===== src/rtl/tdm_sel_pkg.sv =====
package tdm_sel_pkg;

    typedef enum logic [1:0] {
        SEL_ALL     = 2'b00,
        SEL_TXONLY  = 2'b01,
        SEL_ALLMASK = 2'b10,
        SEL_RXGATE  = 2'b11
    } sel_mode_e;

    // Whether the holding word is copied into the shift register for a slot
    function automatic logic chan_enabled(sel_mode_e m, logic tx_bit, logic rx_bit);
        logic r;
        case (m)
            SEL_ALL:     r = 1'b1;
            SEL_TXONLY:  r = tx_bit;
            SEL_ALLMASK: r = 1'b1;
            SEL_RXGATE:  r = rx_bit;
            default:     r = 1'b0;
        endcase
        return r;
    endfunction

    // Whether an enabled slot drives the pin
    function automatic logic chan_unmasked(sel_mode_e m, logic tx_bit, logic rx_bit);
        logic r;
        case (m)
            SEL_ALL:     r = 1'b1;
            SEL_TXONLY:  r = tx_bit;
            SEL_ALLMASK: r = tx_bit;
            SEL_RXGATE:  r = rx_bit & tx_bit;
            default:     r = 1'b0;
        endcase
        return r;
    endfunction

endpackage


===== src/rtl/tdm_slot_timer.sv =====
module tdm_slot_timer #(
    parameter int NUM_CH    = 4,
    parameter int SLOT_BITS = 8,
    localparam int CH_W     = (NUM_CH > 1) ? $clog2(NUM_CH) : 1,
    localparam int BIT_W    = (SLOT_BITS > 1) ? $clog2(SLOT_BITS) : 1
) (
    input  logic             clk,
    input  logic             rst_n,
    input  logic             fsync,
    output logic             slot_start,
    output logic             frame_end,
    output logic [CH_W-1:0]  start_ch,
    output logic [BIT_W-1:0] bit_idx
);

    localparam logic [CH_W-1:0]  LAST_SLOT = CH_W'(NUM_CH - 1);
    localparam logic [BIT_W-1:0] LAST_BIT  = BIT_W'(SLOT_BITS - 1);

    typedef struct packed {
        logic [CH_W-1:0]  slot;
        logic [BIT_W-1:0] bitc;
        logic             in_frame;
    } tmr_t;

    tmr_t tmr_d, tmr_q;
    logic slot_done;

    always_comb begin
        tmr_d      = tmr_q;
        slot_done  = tmr_q.in_frame && (tmr_q.bitc == LAST_BIT);
        slot_start = 1'b0;
        frame_end  = 1'b0;
        start_ch   = '0;
        if (fsync) begin
            slot_start     = 1'b1;
            start_ch       = '0;
            tmr_d.slot     = '0;
            tmr_d.bitc     = '0;
            tmr_d.in_frame = 1'b1;
        end else if (slot_done) begin
            tmr_d.bitc = '0;
            if (tmr_q.slot == LAST_SLOT) begin
                frame_end      = 1'b1;
                tmr_d.in_frame = 1'b0;
            end else begin
                slot_start = 1'b1;
                start_ch   = tmr_q.slot + 1'b1;
                tmr_d.slot = tmr_q.slot + 1'b1;
            end
        end else if (tmr_q.in_frame) begin
            tmr_d.bitc = tmr_q.bitc + 1'b1;
        end
    end

    always_ff @(posedge clk or negedge rst_n) begin
        if (!rst_n) begin
            tmr_q <= '0;
        end else begin
            tmr_q <= tmr_d;
        end
    end

    assign bit_idx = tmr_q.bitc;

endmodule


===== src/rtl/tdm_cfg_snap.sv =====
module tdm_cfg_snap #(
    parameter int NUM_CH = 4
) (
    input  logic                  clk,
    input  logic                  rst_n,
    input  logic                  fsync,
    input  logic [1:0]            mode_in,
    input  logic [NUM_CH-1:0]     tx_in,
    input  logic [NUM_CH-1:0]     rx_in,
    output tdm_sel_pkg::sel_mode_e mode_eff,
    output logic [NUM_CH-1:0]     tx_eff,
    output logic [NUM_CH-1:0]     rx_eff
);

    import tdm_sel_pkg::*;

    typedef struct packed {
        sel_mode_e         mode;
        logic [NUM_CH-1:0] tx;
        logic [NUM_CH-1:0] rx;
    } cfg_t;

    cfg_t cfg_d, cfg_q, cfg_live;

    always_comb begin
        cfg_live.mode = sel_mode_e'(mode_in);
        cfg_live.tx   = tx_in;
        cfg_live.rx   = rx_in;
        cfg_d         = fsync ? cfg_live : cfg_q;
    end

    always_ff @(posedge clk or negedge rst_n) begin
        if (!rst_n) begin
            cfg_q <= '0;
        end else begin
            cfg_q <= cfg_d;
        end
    end

    // The sync edge itself already uses the new settings
    assign mode_eff = cfg_d.mode;
    assign tx_eff   = cfg_d.tx;
    assign rx_eff   = cfg_d.rx;

endmodule


===== src/rtl/tdm_chan_policy.sv =====
module tdm_chan_policy #(
    parameter int NUM_CH = 4
) (
    input  tdm_sel_pkg::sel_mode_e mode,
    input  logic [NUM_CH-1:0]      tx_vec,
    input  logic [NUM_CH-1:0]      rx_vec,
    output logic [NUM_CH-1:0]      en_vec,
    output logic [NUM_CH-1:0]      unm_vec
);

    import tdm_sel_pkg::*;

    for (genvar c = 0; c < NUM_CH; c++) begin : g_ch
        always_comb begin
            en_vec[c]  = chan_enabled(mode, tx_vec[c], rx_vec[c]);
            unm_vec[c] = chan_unmasked(mode, tx_vec[c], rx_vec[c]);
        end
    end

endmodule


===== src/rtl/tdm_tx_datapath.sv =====
module tdm_tx_datapath #(
    parameter int SLOT_BITS = 8,
    localparam int BIT_W    = (SLOT_BITS > 1) ? $clog2(SLOT_BITS) : 1
) (
    input  logic                 clk,
    input  logic                 rst_n,
    input  logic                 wr_strobe,
    input  logic [SLOT_BITS-1:0] wr_data,
    input  logic                 slot_start,
    input  logic                 frame_end,
    input  logic                 cur_en,
    input  logic                 cur_unm,
    input  logic [BIT_W-1:0]     bit_idx,
    output logic                 sd_out,
    output logic                 sd_oe,
    output logic                 tx_ready,
    output logic                 underflow
);

    localparam logic [BIT_W-1:0] LAST_BIT = BIT_W'(SLOT_BITS - 1);

    typedef struct packed {
        logic [SLOT_BITS-1:0] hold;
        logic                 full;
        logic [SLOT_BITS-1:0] shift;
        logic                 oe;
        logic                 uf;
    } dp_t;

    dp_t dp_d, dp_q;

    always_comb begin
        dp_d = dp_q;
        if (slot_start) begin
            dp_d.oe = cur_en & cur_unm;
            if (cur_en) begin
                if (dp_q.full) begin
                    dp_d.shift = dp_q.hold;
                    dp_d.full  = 1'b0;
                end else begin
                    dp_d.uf = 1'b1;
                end
            end
        end else if (frame_end) begin
            dp_d.oe = 1'b0;
        end
        // A write on a copy edge lands after the copy has taken the old word
        if (wr_strobe) begin
            dp_d.hold = wr_data;
            dp_d.full = 1'b1;
        end
    end

    always_ff @(posedge clk or negedge rst_n) begin
        if (!rst_n) begin
            dp_q <= '0;
        end else begin
            dp_q <= dp_d;
        end
    end

    // Word stays intact across the slot so an underflow can resend it
    assign sd_out    = dp_q.oe & dp_q.shift[LAST_BIT - bit_idx];
    assign sd_oe     = dp_q.oe;
    assign tx_ready  = ~dp_q.full;
    assign underflow = dp_q.uf;

endmodule


===== src/rtl/tdm_tx_chan_sel.sv =====
module tdm_tx_chan_sel #(
    parameter int NUM_CH    = 4,
    parameter int SLOT_BITS = 8
) (
    input  logic                 clk,
    input  logic                 rst_n,
    input  logic                 fsync,
    input  logic [1:0]           mode_sel,
    input  logic [NUM_CH-1:0]    tx_chan_en,
    input  logic [NUM_CH-1:0]    rx_chan_en,
    input  logic                 wr_strobe,
    input  logic [SLOT_BITS-1:0] wr_data,
    output logic                 sd_out,
    output logic                 sd_oe,
    output logic                 tx_ready,
    output logic                 underflow
);

    import tdm_sel_pkg::*;

    localparam int CH_W  = (NUM_CH > 1) ? $clog2(NUM_CH) : 1;
    localparam int BIT_W = (SLOT_BITS > 1) ? $clog2(SLOT_BITS) : 1;

    logic              slot_start;
    logic              frame_end;
    logic [CH_W-1:0]   start_ch;
    logic [BIT_W-1:0]  bit_idx;
    sel_mode_e         eff_mode;
    logic [NUM_CH-1:0] eff_tx;
    logic [NUM_CH-1:0] eff_rx;
    logic [NUM_CH-1:0] en_vec;
    logic [NUM_CH-1:0] unm_vec;
    logic              cur_en;
    logic              cur_unm;

    tdm_slot_timer #(.NUM_CH(NUM_CH), .SLOT_BITS(SLOT_BITS)) i_timer (
        .clk        (clk),
        .rst_n      (rst_n),
        .fsync      (fsync),
        .slot_start (slot_start),
        .frame_end  (frame_end),
        .start_ch   (start_ch),
        .bit_idx    (bit_idx)
    );

    tdm_cfg_snap #(.NUM_CH(NUM_CH)) i_cfg (
        .clk      (clk),
        .rst_n    (rst_n),
        .fsync    (fsync),
        .mode_in  (mode_sel),
        .tx_in    (tx_chan_en),
        .rx_in    (rx_chan_en),
        .mode_eff (eff_mode),
        .tx_eff   (eff_tx),
        .rx_eff   (eff_rx)
    );

    tdm_chan_policy #(.NUM_CH(NUM_CH)) i_policy (
        .mode    (eff_mode),
        .tx_vec  (eff_tx),
        .rx_vec  (eff_rx),
        .en_vec  (en_vec),
        .unm_vec (unm_vec)
    );

    assign cur_en  = en_vec[start_ch];
    assign cur_unm = unm_vec[start_ch];

    tdm_tx_datapath #(.SLOT_BITS(SLOT_BITS)) i_dp (
        .clk        (clk),
        .rst_n      (rst_n),
        .wr_strobe  (wr_strobe),
        .wr_data    (wr_data),
        .slot_start (slot_start),
        .frame_end  (frame_end),
        .cur_en     (cur_en),
        .cur_unm    (cur_unm),
        .bit_idx    (bit_idx),
        .sd_out     (sd_out),
        .sd_oe      (sd_oe),
        .tx_ready   (tx_ready),
        .underflow  (underflow)
    );

endmodule


===== config.mk =====
export PLATFORM = sky130hd
export DESIGN_NAME = tdm_tx_chan_sel
export DESIGN_NICKNAME = d
export VERILOG_FILES = /design/src/rtl/tdm_sel_pkg.sv /design/src/rtl/tdm_slot_timer.sv /design/src/rtl/tdm_cfg_snap.sv /design/src/rtl/tdm_chan_policy.sv /design/src/rtl/tdm_tx_datapath.sv /design/src/rtl/tdm_tx_chan_sel.sv
export SDC_FILE = /design/constraint.sdc
export NUM_CORES = 1
export LEC_CHECK = 0
export BUFFER_PORTS_ARGS = -buffer_cell sky130_fd_sc_hd__buf_2
export CAP_MARGIN = 15
export CORE_MARGIN = 3
export CORE_UTILIZATION = 47
export CTS_CLUSTER_DIAMETER = 150
export CTS_CLUSTER_SIZE = 14
export DETAILED_ROUTE_END_ITERATION = 8
export GPL_TIMING_DRIVEN = 0
export PLACE_DENSITY = 0.67
export SLEW_MARGIN = 20
export SYNTH_ARGS = -nofsm -noshare
export SYNTH_HDL_FRONTEND = slang
export SYNTH_SLANG_ARGS = --single-unit

===== constraint.sdc =====
create_clock -name clk -period 4.2 [get_ports clk]
set_input_delay 0.42 -clock clk [delete_from_list [all_inputs] [get_ports clk]]
set_output_delay 0.42 -clock clk [all_outputs]
set_load 0.01 [all_outputs]

# After elaboration in Yosys (flattened, before gate mapping)
# Cells that the tools add are included.
classes:
  n_mux: 37
  eq_ne: 6
  reduce_logical: 15
  n_lt_le_gt_ge: 2
  n_addsub: 3
  bitwise: 7
ops:
  columns: ["operator", "n"]
  rows:
  - ["1-bit one-hot mux with 3 select lines", 8]
  - ["9-bit two-way mux", 2]
  - ["1-bit two-way mux", 14]
  - ["10-bit two-way mux", 1]
  - ["2-bit two-way mux", 5]
  - ["2-bit nonzero test", 5]
  - ["8-bit two-way mux", 1]
  - ["1-bit AND", 6]
  - ["2-bit equality test (second input constant)", 3]
  - ["3-bit two-way mux", 2]
  - ["6-bit two-way mux", 1]
  - ["2-bit AND reduction", 3]
  - ["3-bit AND reduction", 2]
  - ["1-bit binary-select mux with 2-bit select", 2]
  - ["3-bit by 4-bit < comparator with 1-bit output (second input constant)", 1]
  - ["2-bit OR reduction", 2]
  - ["3-bit by 1-bit adder with 3-bit output (second input constant)", 1]
  - ["1-bit binary-select mux with 3-bit select", 1]
  - ["3-bit equality test (second input constant)", 1]
  - ["2-bit by 3-bit < comparator with 1-bit output (second input constant)", 1]
  - ["3-bit nonzero test", 1]
  - ["3-bit subtractor (first input constant)", 1]
  - ["2-bit by 1-bit adder with 2-bit output (second input constant)", 1]
  - ["2-bit by 1-bit equality test with 1-bit output (second input constant)", 1]
  - ["other kinds (4)", 4]
totals:
  output_inout_bits: 4
  register_bits: 35
  in_bits: 22
  wordCells: 81

# Depth between registers and ports, before layout
depth:
  ltp_word: 9
  ltp_mapped: 12
  mapped_depth_nobuf: 9

# Modules after synthesis
# From an unflattened synthesis, not the netlist that was laid out.
unflattened:
  hier_cells: 136
  hier_area_um2: 1813.0
modules_own_cells:
  columns: ["module", "cells_per_inst", "seq_area_each_um2", "area_per_inst_um2", "n_inst"]
  rows:
  - ["tdm_tx_datapath", 51, 475.5, 780.7, 1]
  - ["tdm_cfg_snap", 21, 250.2, 411.6, 1]
  - ["tdm_slot_timer", 35, 150.1, 377.9, 1]
  - ["tdm_chan_policy", 27, 0.0, 190.2, 1]
  - ["tdm_tx_chan_sel", 2, 0.0, 52.6, 1]

# Worst setup path before layout
# Ideal clock, no wire load.
synth_timing:
  path_type: "in2reg"
  start: "in fsync"
  end: "reg i_dp.dp_q[2] in the netlist's numbering"
  arrival_ns: 2.588
  required_time_ns: 4.075
  path_slack_ns: 1.487
  path_buffers: 3
  stages: 11
  setup_time_ns: 0.125
  path_cell_list: "buf_6 -> buf_8 -> clkbuf_1 -> mux2i_1 -> ha_1 -> nor2b_1 -> a22oi_1 -> nor4_1 -> a211oi_2 -> nor2_4 -> mux2_4"
synth_via:
  elab_chain_cells: 7
  elab_cells_between_ends: 15
  cone_classes: "3 x eq/ne; 9 x mux; 3 x reduce/logical"
synth_lines:
  columns: ["item", "line", "text"]
  rows:
  - ["from (decl)", "tdm_tx_chan_sel.sv:7", "input logic fsync,"]
  - ["10-bit two-way mux", "tdm_cfg_snap.sv:29", "cfg_d = fsync ? cfg_live : cfg_q;"]
  - ["2-bit equality test or 2-bit logical NOT (tied branches)", "tdm_sel_pkg.sv:13", "case (m)"]
  - ["2-bit OR reduction (no line)", null, null]
  - ["1-bit one-hot mux with 3 select lines", "tdm_sel_pkg.sv:13", null]
  - ["1-bit binary-select mux with 2-bit select", "tdm_tx_chan_sel.sv:66", "assign cur_en = en_vec[start_ch];"]
  - ["1-bit two-way mux (not written as such)", "tdm_tx_chan_sel.sv:66", null]
  - ["3-bit AND reduction (no line) *", null, null]
  - ["to (signal assigned)", "tdm_tx_datapath.sv:58", "dp_q <= dp_d;"]
  - ["to (decl)", "tdm_tx_datapath.sv:30", "dp_t dp_d, dp_q;"]
# Every way passes the cells marked *; elsewhere a longest branch is shown, timed or not. The select of a mux whose other input is x is not followed.
# A chain may end at the register's enable or synchronous reset.

# Worst setup path after layout
layout_timing:
  start: "in fsync"
  end: "reg i_dp.dp_q[6] in the netlist's numbering"
# The elaborated chain is that of the path after synthesis.

==> metrics <==
Slew @ Worst Pin=~0.77 ns; Mapped Cells=129; worst hold slack=0.206 ns; initial DRC count=60; Critical Path Start=fsync; die area=roughly 4400 um^2; CP max-delay cell=clkbuf_1; HP Class=in -> async; hold buffers post-CTS=0; die width=66.7 um; wire per inst=14.3 um; setup TNS=0 ns; unrepaired setup endpoints after global routing=false; Mapped Nets=158; initial antenna violation count=0; Min Clock Period, post-route=approximately 2.8 ns; R2R Path End=i_dp.dp_q[6]; Buffers on Ports=23; sequential element share of the synthesized area=50.6%; drt via density=5.26; Worst R2R Start=i_cfg.cfg_q[8]; Relative slew margins=48.8%; period utilization=between 60% and 70%; CTS clk-pin slew, worst paths=~0.070 ns; R2R setup slack=1.65 ns; IO Pins=26; endpoint type of the worst setup path=register; Yosys warning count=0; Post-synth EDFFs=0; CTS tree=yes; synthesized area=1730 um^2; Synth area leader=dfrtp_1; status=completed; worst clock skew=between 0.005 and 0.006 ns; share of layout cells above drive strength 1=40.6%; Critical Path RT=4.37 ns; Core Area=approximately 3400 um^2; Die Y=66.7 um; element type at the critical path start=primary input; CP max stage delay=0.35 ns; FMAX=357 MHz; critical path class=in -> reg; CTS Sinks=35; row count=21; r2r worst-path depth=8; CP arrival=2.97 ns; vias=1083; Clock Path Buffers=2; Post-CTS Resized=0; Max VDD drop=0.000293 V; max cap viols=0; routability congestion estimate=0.867; First-pass DRT Iterations=4; ys flop type=dfrtp_1; power density over the cells=415 nW/um^2; root buffer cell=clkbuf_8; DRC Markers=0; mean area per synthesized cell=13.4 um^2; gr ovfl total=0; top post-synthesis cells by area=dfrtp_1, mux2_2, mux2_4; TritonCTS Buffers=5; first-pass GRT wire length=5130 um; GRT Total Usage=15.6%; Max Slew Vio Count=0; Post-CTS Setup Inserts=0; final wirelength=2950 um; vias in the first global route=roughly 1100; H-tree Lvls=2; Antenna diodes=0; fin nets=approximately 190; critical-path maximum fanout=10; Final setup viols=0; critical-path cell list=buf_6 -> buf_8 -> clkbuf_1 -> mux2i_1 -> ha_1 -> nor2b_1 -> a22oi_1 -> nor4_1 -> a211oi_2 -> nor2_4 -> mux2_4; Yosys top cell area share=50.6%; ANT nets after route=0; #FFs+latches synth=35; post-synth cell types=33; Post-DP HPWL=2240 um; Fin. Hold Viols=0; leakage power=0.000903 uW; Syn-to-layout area delta=15.1%; largest net degree at the start of global routing=36; initial core utilization=50.3%; asr flop ratio synth=100%; clock latency at the later pin of the worst-skew pair=0.29 ns
==> cells in the final DEF (no fill, tap or decap), drive strengths merged, types with 4 or more instances in the layout <==
cell type,Yosys,layout
dfrtp,35,35
buf,3,26
mux2,25,25
ha,7,7
clkbuf,2,7
a21oi,6,6
o21ai,6,6
nor2,6,6
mux2i,5,5
nand2,4,4
a22oi,4,4
==> final cells by class <==
class                      count  area [um^2]
timing repair buffer          23          115
fill                         304         1450
multi-input combinational     86          802
sequential                    35          876
clock buffer                   5         68.8
tap                           46         57.6
buffer                         5         41.3
clock inverter                 3         20.0
inverter                       3         11.3
==> kinds of logic (layout without fill, tap and decap cells) <==
logic type	Yosys count	count (layout)	share of synthesized area [%]
XOR/XNOR	1	1	0.506
adder cells (fa/ha/maj)	7	7	5.06
multiplexers	32	32	23.9
buffers and inverters	8	39	3.04
flip-flops	35	35	50.6
AND/OR/NAND/NOR	22	22	7.66
AO/OA/AOI/OAI	24	24	9.18
==> state kept, by name, indices dropped and copies added, names as in the netlist <==
register / cells
i_dp.dp_q: 17
i_cfg.cfg_q: 10
i_dp.underflow: 1
i_timer.bit_idx: 3
i_dp.sd_oe: 1
i_timer.tmr_q: 3
==> Yosys cell counts, drive strengths merged (2+ instances only) <==
library cell	count
mux4	2
o21bai	2
buf	3
clkbuf	2
mux2i	5
nand3b	2
o21ai	6
ha	7
a21oi	6
inv	3
nand2b	2
nor2	6
nand2	4
a22oi	4
a21o	2
dfrtp	35
mux2	25
nor2b	3
==> per-stage QoR <==
step	total power (uW)	cell area, um^2	util, %	instances	setup WS (ns)
after floorplan	550	1730	-	129	1.49
after global placement	592	1900	55.3	198	1.11
after detailed placement	601	1900	55.3	198	1.09
after CTS	841	1990	57.9	206	1.40
after global routing	879	1990	57.9	206	1.16
final	828	1990	57.9	206	1.40
==> worst max-delay path by stage <==
stage,to,slack (ns),depth (start not counted)
after floorplan,i_dp.dp_q[2],1.49,11
after global placement,i_dp.dp_q[3],1.11,11
after detailed placement,i_dp.dp_q[6],1.09,11
after CTS,i_dp.dp_q[6],1.40,11
after global routing,i_dp.dp_q[6],1.16,11
final,i_dp.dp_q[6],1.40,11
==> worst max-delay path, delay by kind of cell <==
kind	cells	cell delay (ns)
muxes	2	0.52
buffers and inverters	3	0.59
AOI/OAI and AO/OA	2	0.23
adders and majority gates	1	0.30
and+or+nand+nor	3	0.89
==> per-layer routing <==
layer / share of wire, % / GRT usage [%] / up-vias / routed length [um]
met5: 0 / 0 / - / 0
met4: 0.98 / 6.09 / 0 / 29
met3: 5.2 / 5.06 / 5 / 154
met2: 45 / 23.8 / 22 / 1340
met1: 48 / 20.6 / 528 / 1420
li1: - / - / 528 / -
==> where the power goes <==
| group | internal (uW) | leakage, uW | switching, uW |
|---|---|---|---|
| registers | 390 | 0.000413 | 30.7 |
| logic | 105 | 0.000450 | 64.9 |
| clock network | 115 | 0.0000402 | 122 |
(Power assumes the default switching activity.)
